===== src/rtl/stagedSelectorPkg.sv =====
package stagedSelectorPkg;
  localparam int NUM_MUX    = 3;
  localparam int IN_PER_MUX = 3;
  localparam int NUM_GPO    = 2;
  localparam int CODE_W     = 5;
  localparam int NUM_SW     = NUM_MUX * IN_PER_MUX;
  localparam int STATUS_W   = 16;

  typedef logic [IN_PER_MUX-1:0] muxRow_t;
  typedef muxRow_t [NUM_MUX-1:0] swArr_t;

  // Strobes from command control to the state datapath.
  typedef struct packed {
    logic                stage;
    logic                commit;
    logic                clearAll;
    swArr_t              setOn;
    swArr_t              clrMask;
    logic [NUM_GPO-1:0]  gpoWe;
    logic                gpoVal;
  } cmdStrobes_t;
endpackage


===== src/rtl/stagedSelectorCtrl.sv =====
module stagedSelectorCtrl
  import stagedSelectorPkg::*;
(
  input  logic        wordValid,
  input  logic [7:0]  cmdByte,
  input  logic        loadBit,
  input  logic        resetBit,
  output cmdStrobes_t strobes
);
  localparam logic [CODE_W-1:0] CODE_DIS_BASE = 5'h10;
  localparam logic [CODE_W-1:0] CODE_GPO1     = 5'h13;
  localparam logic [CODE_W-1:0] CODE_GPO2     = 5'h14;
  localparam logic [CODE_W-1:0] CODE_GPOBOTH  = 5'h15;
  localparam logic [CODE_W-1:0] CODE_ALLOFF   = 5'h1F;

  logic              markerOk;
  logic              dataBit;
  logic [CODE_W-1:0] code;
  logic [1:0]        inSel;
  logic [1:0]        grpSel;

  assign markerOk = cmdByte[6] & ~cmdByte[5];
  assign dataBit  = cmdByte[7];
  assign code     = cmdByte[CODE_W-1:0];
  assign inSel    = code[1:0];
  assign grpSel   = code[3:2];

  always_comb begin
    strobes          = '0;
    strobes.clearAll = wordValid & ~resetBit;
    strobes.stage    = wordValid & resetBit;
    strobes.commit   = wordValid & resetBit & loadBit;
    strobes.gpoVal   = dataBit;
    if (wordValid && resetBit && markerOk) begin
      if (!code[4] && inSel != 2'd3) begin
        for (int m = 0; m < NUM_MUX; m++) begin
          // group codes (grpSel 0) hit every selector, others hit one
          if (grpSel == 2'd0 || int'(grpSel) == m + 1) begin
            if (dataBit) strobes.setOn[m][inSel]   = 1'b1;
            else         strobes.clrMask[m][inSel] = 1'b1;
          end
        end
      end else if (code == CODE_ALLOFF) begin
        strobes.clrMask = '1;
      end else if (code >= CODE_DIS_BASE && code < CODE_GPO1) begin
        for (int m = 0; m < NUM_MUX; m++)
          if (int'(code - CODE_DIS_BASE) == m) strobes.clrMask[m] = '1;
      end else if (code == CODE_GPO1) begin
        strobes.gpoWe = 2'b01;
      end else if (code == CODE_GPO2) begin
        strobes.gpoWe = 2'b10;
      end else if (code == CODE_GPOBOTH) begin
        strobes.gpoWe = 2'b11;
      end
    end
  end
endmodule


===== src/rtl/stagedSelectorData.sv =====
module stagedSelectorData
  import stagedSelectorPkg::*;
(
  input  logic               clk,
  input  logic               rstN,
  input  cmdStrobes_t        strobes,
  output swArr_t             liveSw,
  output logic [NUM_GPO-1:0] liveGpo
);
  swArr_t             pendSw, nextSw;
  logic [NUM_GPO-1:0] pendGpo, nextGpo;

  always_comb begin
    for (int m = 0; m < NUM_MUX; m++) begin
      if (|strobes.setOn[m]) nextSw[m] = strobes.setOn[m];
      else                   nextSw[m] = pendSw[m] & ~strobes.clrMask[m];
    end
    for (int g = 0; g < NUM_GPO; g++)
      nextGpo[g] = strobes.gpoWe[g] ? strobes.gpoVal : pendGpo[g];
  end

  always_ff @(posedge clk) begin
    if (!rstN || strobes.clearAll) begin
      pendSw  <= '0;
      pendGpo <= '0;
      liveSw  <= '0;
      liveGpo <= '0;
    end else if (strobes.stage) begin
      pendSw  <= nextSw;
      pendGpo <= nextGpo;
      if (strobes.commit) begin
        liveSw  <= nextSw;
        liveGpo <= nextGpo;
      end
    end
  end
endmodule


===== src/rtl/stagedSelectorTop.sv =====
module stagedSelectorTop
  import stagedSelectorPkg::*;
(
  input  logic        clk,
  input  logic        rstN,
  input  logic        wordValid,
  input  logic [7:0]  cmdByte,
  input  logic        loadBit,
  input  logic        resetBit,
  output logic [8:0]  swEn,
  output logic [1:0]  gpo,
  output logic [15:0] statusWord
);
  cmdStrobes_t        strobes;
  swArr_t             liveSw;
  logic [NUM_GPO-1:0] liveGpo;

  stagedSelectorCtrl uCtrl (
    .wordValid(wordValid),
    .cmdByte  (cmdByte),
    .loadBit  (loadBit),
    .resetBit (resetBit),
    .strobes  (strobes)
  );

  stagedSelectorData uData (
    .clk    (clk),
    .rstN   (rstN),
    .strobes(strobes),
    .liveSw (liveSw),
    .liveGpo(liveGpo)
  );

  assign gpo = liveGpo;

  always_comb begin
    statusWord = '0;
    for (int m = 0; m < NUM_MUX; m++)
      for (int i = 0; i < IN_PER_MUX; i++) begin
        swEn[m*IN_PER_MUX + i]       = liveSw[m][i];
        statusWord[STATUS_W-1-4*m-i] = liveSw[m][i];
      end
    for (int g = 0; g < NUM_GPO; g++)
      statusWord[3-g] = liveGpo[g];
  end
endmodule


===== config.mk =====
export PLATFORM = sky130hd
export DESIGN_NAME = stagedSelectorTop
export DESIGN_NICKNAME = d
export VERILOG_FILES = /design/src/rtl/stagedSelectorPkg.sv /design/src/rtl/stagedSelectorCtrl.sv /design/src/rtl/stagedSelectorData.sv /design/src/rtl/stagedSelectorTop.sv
export SDC_FILE = /design/constraint.sdc
export NUM_CORES = 1
export LEC_CHECK = 0
export BUFFER_PORTS_ARGS = -buffer_cell sky130_fd_sc_hd__clkbuf_2
export CAP_MARGIN = 20
export CELL_PAD_IN_SITES_DETAIL_PLACEMENT = 2
export CELL_PAD_IN_SITES_GLOBAL_PLACEMENT = 2
export CORE_MARGIN = 2
export CORE_UTILIZATION = 29
export DETAILED_ROUTE_END_ITERATION = 10
export PLACE_DENSITY_LB_ADDON = 0.08
export SETUP_SLACK_MARGIN = 0.4
export SLEW_MARGIN = 20
export SYNTH_ARGS = -nofsm -noshare
export SYNTH_HDL_FRONTEND = slang
export SYNTH_SLANG_ARGS = --single-unit
export TNS_END_PERCENT = 20

===== constraint.sdc =====
create_clock -name clk -period 1.9 [get_ports clk]
set_clock_uncertainty 0.2 [all_clocks]
set_input_delay 0.19 -clock clk [delete_from_list [all_inputs] [get_ports clk]]
set_output_delay 0.19 -clock clk [all_outputs]
set_load 0.02 [all_outputs]

==> impl_metrics.py <==
metrics = {
    "synth": {
        "synthArstFlopShare_pct": 0,
        "synthSimpleGateAreaFrac_pct": 23.2,
        "ys.flop_type": "dfxtp_1",
        "synth_edf_count": 0,
        "ys_warn_count": 0,
        "muxShareOfSynthArea_pct": 2.07,
        "synth.ff_latch_count": 22,
        "synthAdderAreaFrac_pct": 3.45,
        "avgSynthCellArea_um2": 7.97,
        "synth_seq_area_share_pct": 30.3,
        "synth_xor_area_share_pct": 0,
        "syn-cell-area_um2": 1450,
        "synth_top_family_by_area": "compound AO/OA/AOI/OAI gates",
        "synth_compound_area_share_pct": 26.6,
        "yosysUniqueCellTypes": 42,
        "syn_inst": 182,
    },
    "power": {
        "internal_power_uw": 856,
        "p_leak_nw": 0.781,
        "vdd_drop_max_uv": 498,
        "p_per_area_nw_per_um2": 607,
        "p_comb_share_pct": 22.1,
        "switchingPower_uw": 334,
        "power_frac_seq_pct": 40.4,
        "p_sw_share_pct": 28.1,
        "finalPower_mw": 1.19,
        "clkPwrFrac_pct": 37.5,
    },
    "floorplanning": {
        "die_area_um2": 5590,
        "die_h_um": 74.7,
        "num_rows": 25,
        "die_x_um": 74.7,
        "start_util_pct": 30.3,
        "core_area_um2": 4790,
        "num_io_pins": 40,
    },
    "final_layout": {
        "nets": 237,
        "layout_common_cells": "clkbuf_2, dfxtp_1, o21ai_0",
        "layout_commonest_cell": "clkbuf_2",
        "drive_gt1_share_pct": 39.7,
        "antenna_cells": 0,
        "n_fill_cell": 555,
        "final_cells": 286,
        "area_delta_synth_final_pct": 35.1,
    },
    "global_route": {
        "grt_pass1_vias": 1589,
        "grt_max_degree": 17,
        "grt.met3_usage_pct": 3.35,
        "grtUsageTotal_pct": 19.1,
        "grt_antenna_before_repair": 0,
        "grt_overflow": 0,
        "grt_pass1_wl_mm": 8.09,
        "gr-usage-met1_pct": 23.1,
        "met2_usage_pct": 36.4,
        "top_usage_layer": "met2",
    },
    "route": {
        "vias": 1492,
        "routed_wl_mm": 5.13,
        "drt_pass1_iterations": 4,
        "drc": 0,
        "ant_nets": 0,
        "vias_per_cell": 5.22,
        "dr.first_iter.drc_count": 61,
        "wl_per_cell_um": 17.9,
    },
    "sta": {
        "fin_ws_ps": 324,
        "fmax_mhz": 634,
        "layout_min_cycle_time_ps": 1580,
        "period_share_pct": 83.0,
        "rsz0062_at_grt": "true",
        "finalHoldViolCount": 0,
        "drv_slew": 0,
        "setup_viol": 0,
    },
    "worst_setup_path": {
        "critPathLaunchType": "input port",
        "cp.required_ps": 1870,
        "reg2reg_slack_ps": 880,
        "endpoint_kind": "register",
        "cp_data_arrival_time_ps": 1540,
        "crit_type": "input port to register",
        "path_max_fanout": 5,
    },
    "placement": {
        "dp_slack_ps": -54.4,
        "port_buffers": 34,
        "globalplace.congestion": 0.808,
        "placedCellCount": 277,
        "hpwl_mm": 3.98,
    },
    "clock_network": {
        "cts_buffer_depth": 2,
        "tritoncts": "yes",
        "path_clk_slew_ps": 90,
        "insertion_delay_ps": 270,
        "cts_buffers": 3,
        "root_buffer": "clkbuf_8",
        "clock_sinks": 22,
        "h-tree-depth": 1,
    },
    "worst_hold_path": {
        "holdCritPathClass": "input port to register",
    },
    "run": {
        "max_cap_viol_count": 0,
    },
    "status": {
        "status": "finished, final reports clean",
    },
}
==> path summary, 6_finish.rpt <==
path,start,endpoint,cells after the start
setup / recovery,cmdByte[2],uData.liveSw[5],9
hold / removal,rstN,uData.pendSw[1],3
setup reg to reg,uData.pendSw[7],uData.pendSw[7],2
hold reg to reg,uData.pendSw[5],uData.pendSw[5],2
==> registers in the layout (all words and copies together) (netlist names) <==
name	flops
uData.pendSw	9
uData.liveGpo	2
uData.pendGpo	2
uData.liveSw	9
==> cells in the mapped netlist, types with 3 or more instances <==
master / number / area share (%)
buf_2: 5 / 1.7
nand4_1: 4 / 1.7
o21ai_0: 21 / 7.2
buf_4: 17 / 8.8
mux2i_1: 3 / 2.1
nand2_1: 10 / 2.6
o21ai_1: 5 / 1.7
inv_1: 6 / 1.6
a31oi_1: 8 / 3.4
nor2_1: 13 / 3.4
a21oi_1: 9 / 3.1
nand3_1: 17 / 5.9
ha_1: 4 / 3.4
dfxtp_1: 22 / 30
==> layout make-up <==
class | instances | area (um^2) | share of cell area [%]
inverters | 7 | 51.3 | 2.62
multi-input cells | 132 | 947 | 48.3
clock inverters | 1 | 30.0 | 1.53
flip-flops and latches | 22 | 440 | 22.5
repair buffers | 54 | 367 | 18.7
clock buffers | 3 | 41.3 | 2.11
well taps | 67 | 83.8 | 4.28
==> critical path, cell delays in order <==
cell	delay, ps
clkbuf_16	140
clkinv_8	50
ha_4	140
nand4bb_4	140
buf_6	150
o311ai_4	330
nand3_2	150
a31oi_1	180
nor2_1	60
==> routing by layer <==
layer  share of wire [%]  routed length [um]  vias up
li1                    -                   -      726
met1                  44                2230      736
met2                  54                2760       28
met3                 2.5                 126        2
met4                0.16                   8        0
met5                   0                   0        -
==> power by group through the flow <==
stage / combinational, mW / sequential, mW / clock, mW
2_1_floorplan: 0.152 / 0.497 / 0
3_3_place_gp: 0.220 / 0.489 / 0
3_5_place_dp: 0.230 / 0.490 / 0
4_1_cts: 0.250 / 0.480 / 0.461
5_1_grt: 0.285 / 0.482 / 0.476
6_report: 0.263 / 0.480 / 0.447
==> kinds of logic after synthesis <==
family	after synthesis
other cells	1
fa+ha+maj	4
flops	22
mux	3
compound gates	60
simple gates	60
buf+inv	32
==> repair_timing <==
action                                 CTS  global route
gates resized for setup                 14            12
hold buffers                             0             0
setup buffers                            1             4
setup endpoints to repair               22            22
pin swaps                                5            10
endpoints found under the hold margin    0             0
==> metrics by stage <==
| stage | hold WS (ps) | area, um^2 | utilization (%) | TNS, ps |
|---|---|---|---|---|
| 3_5_place_dp | 270 | 1720 | 35.8 | -169 |
| 2_1_floorplan | 101 | 1530 | - | 0 |
| 5_1_grt | 50.9 | 1960 | 41.0 | 0 |
| 3_3_place_gp | 249 | 1720 | 35.8 | -3.83 |
| 6_report | 44.2 | 1960 | 41.0 | 0 |
| 4_1_cts | 35.2 | 1880 | 39.3 | 0 |
(Power assumes the default switching activity.)
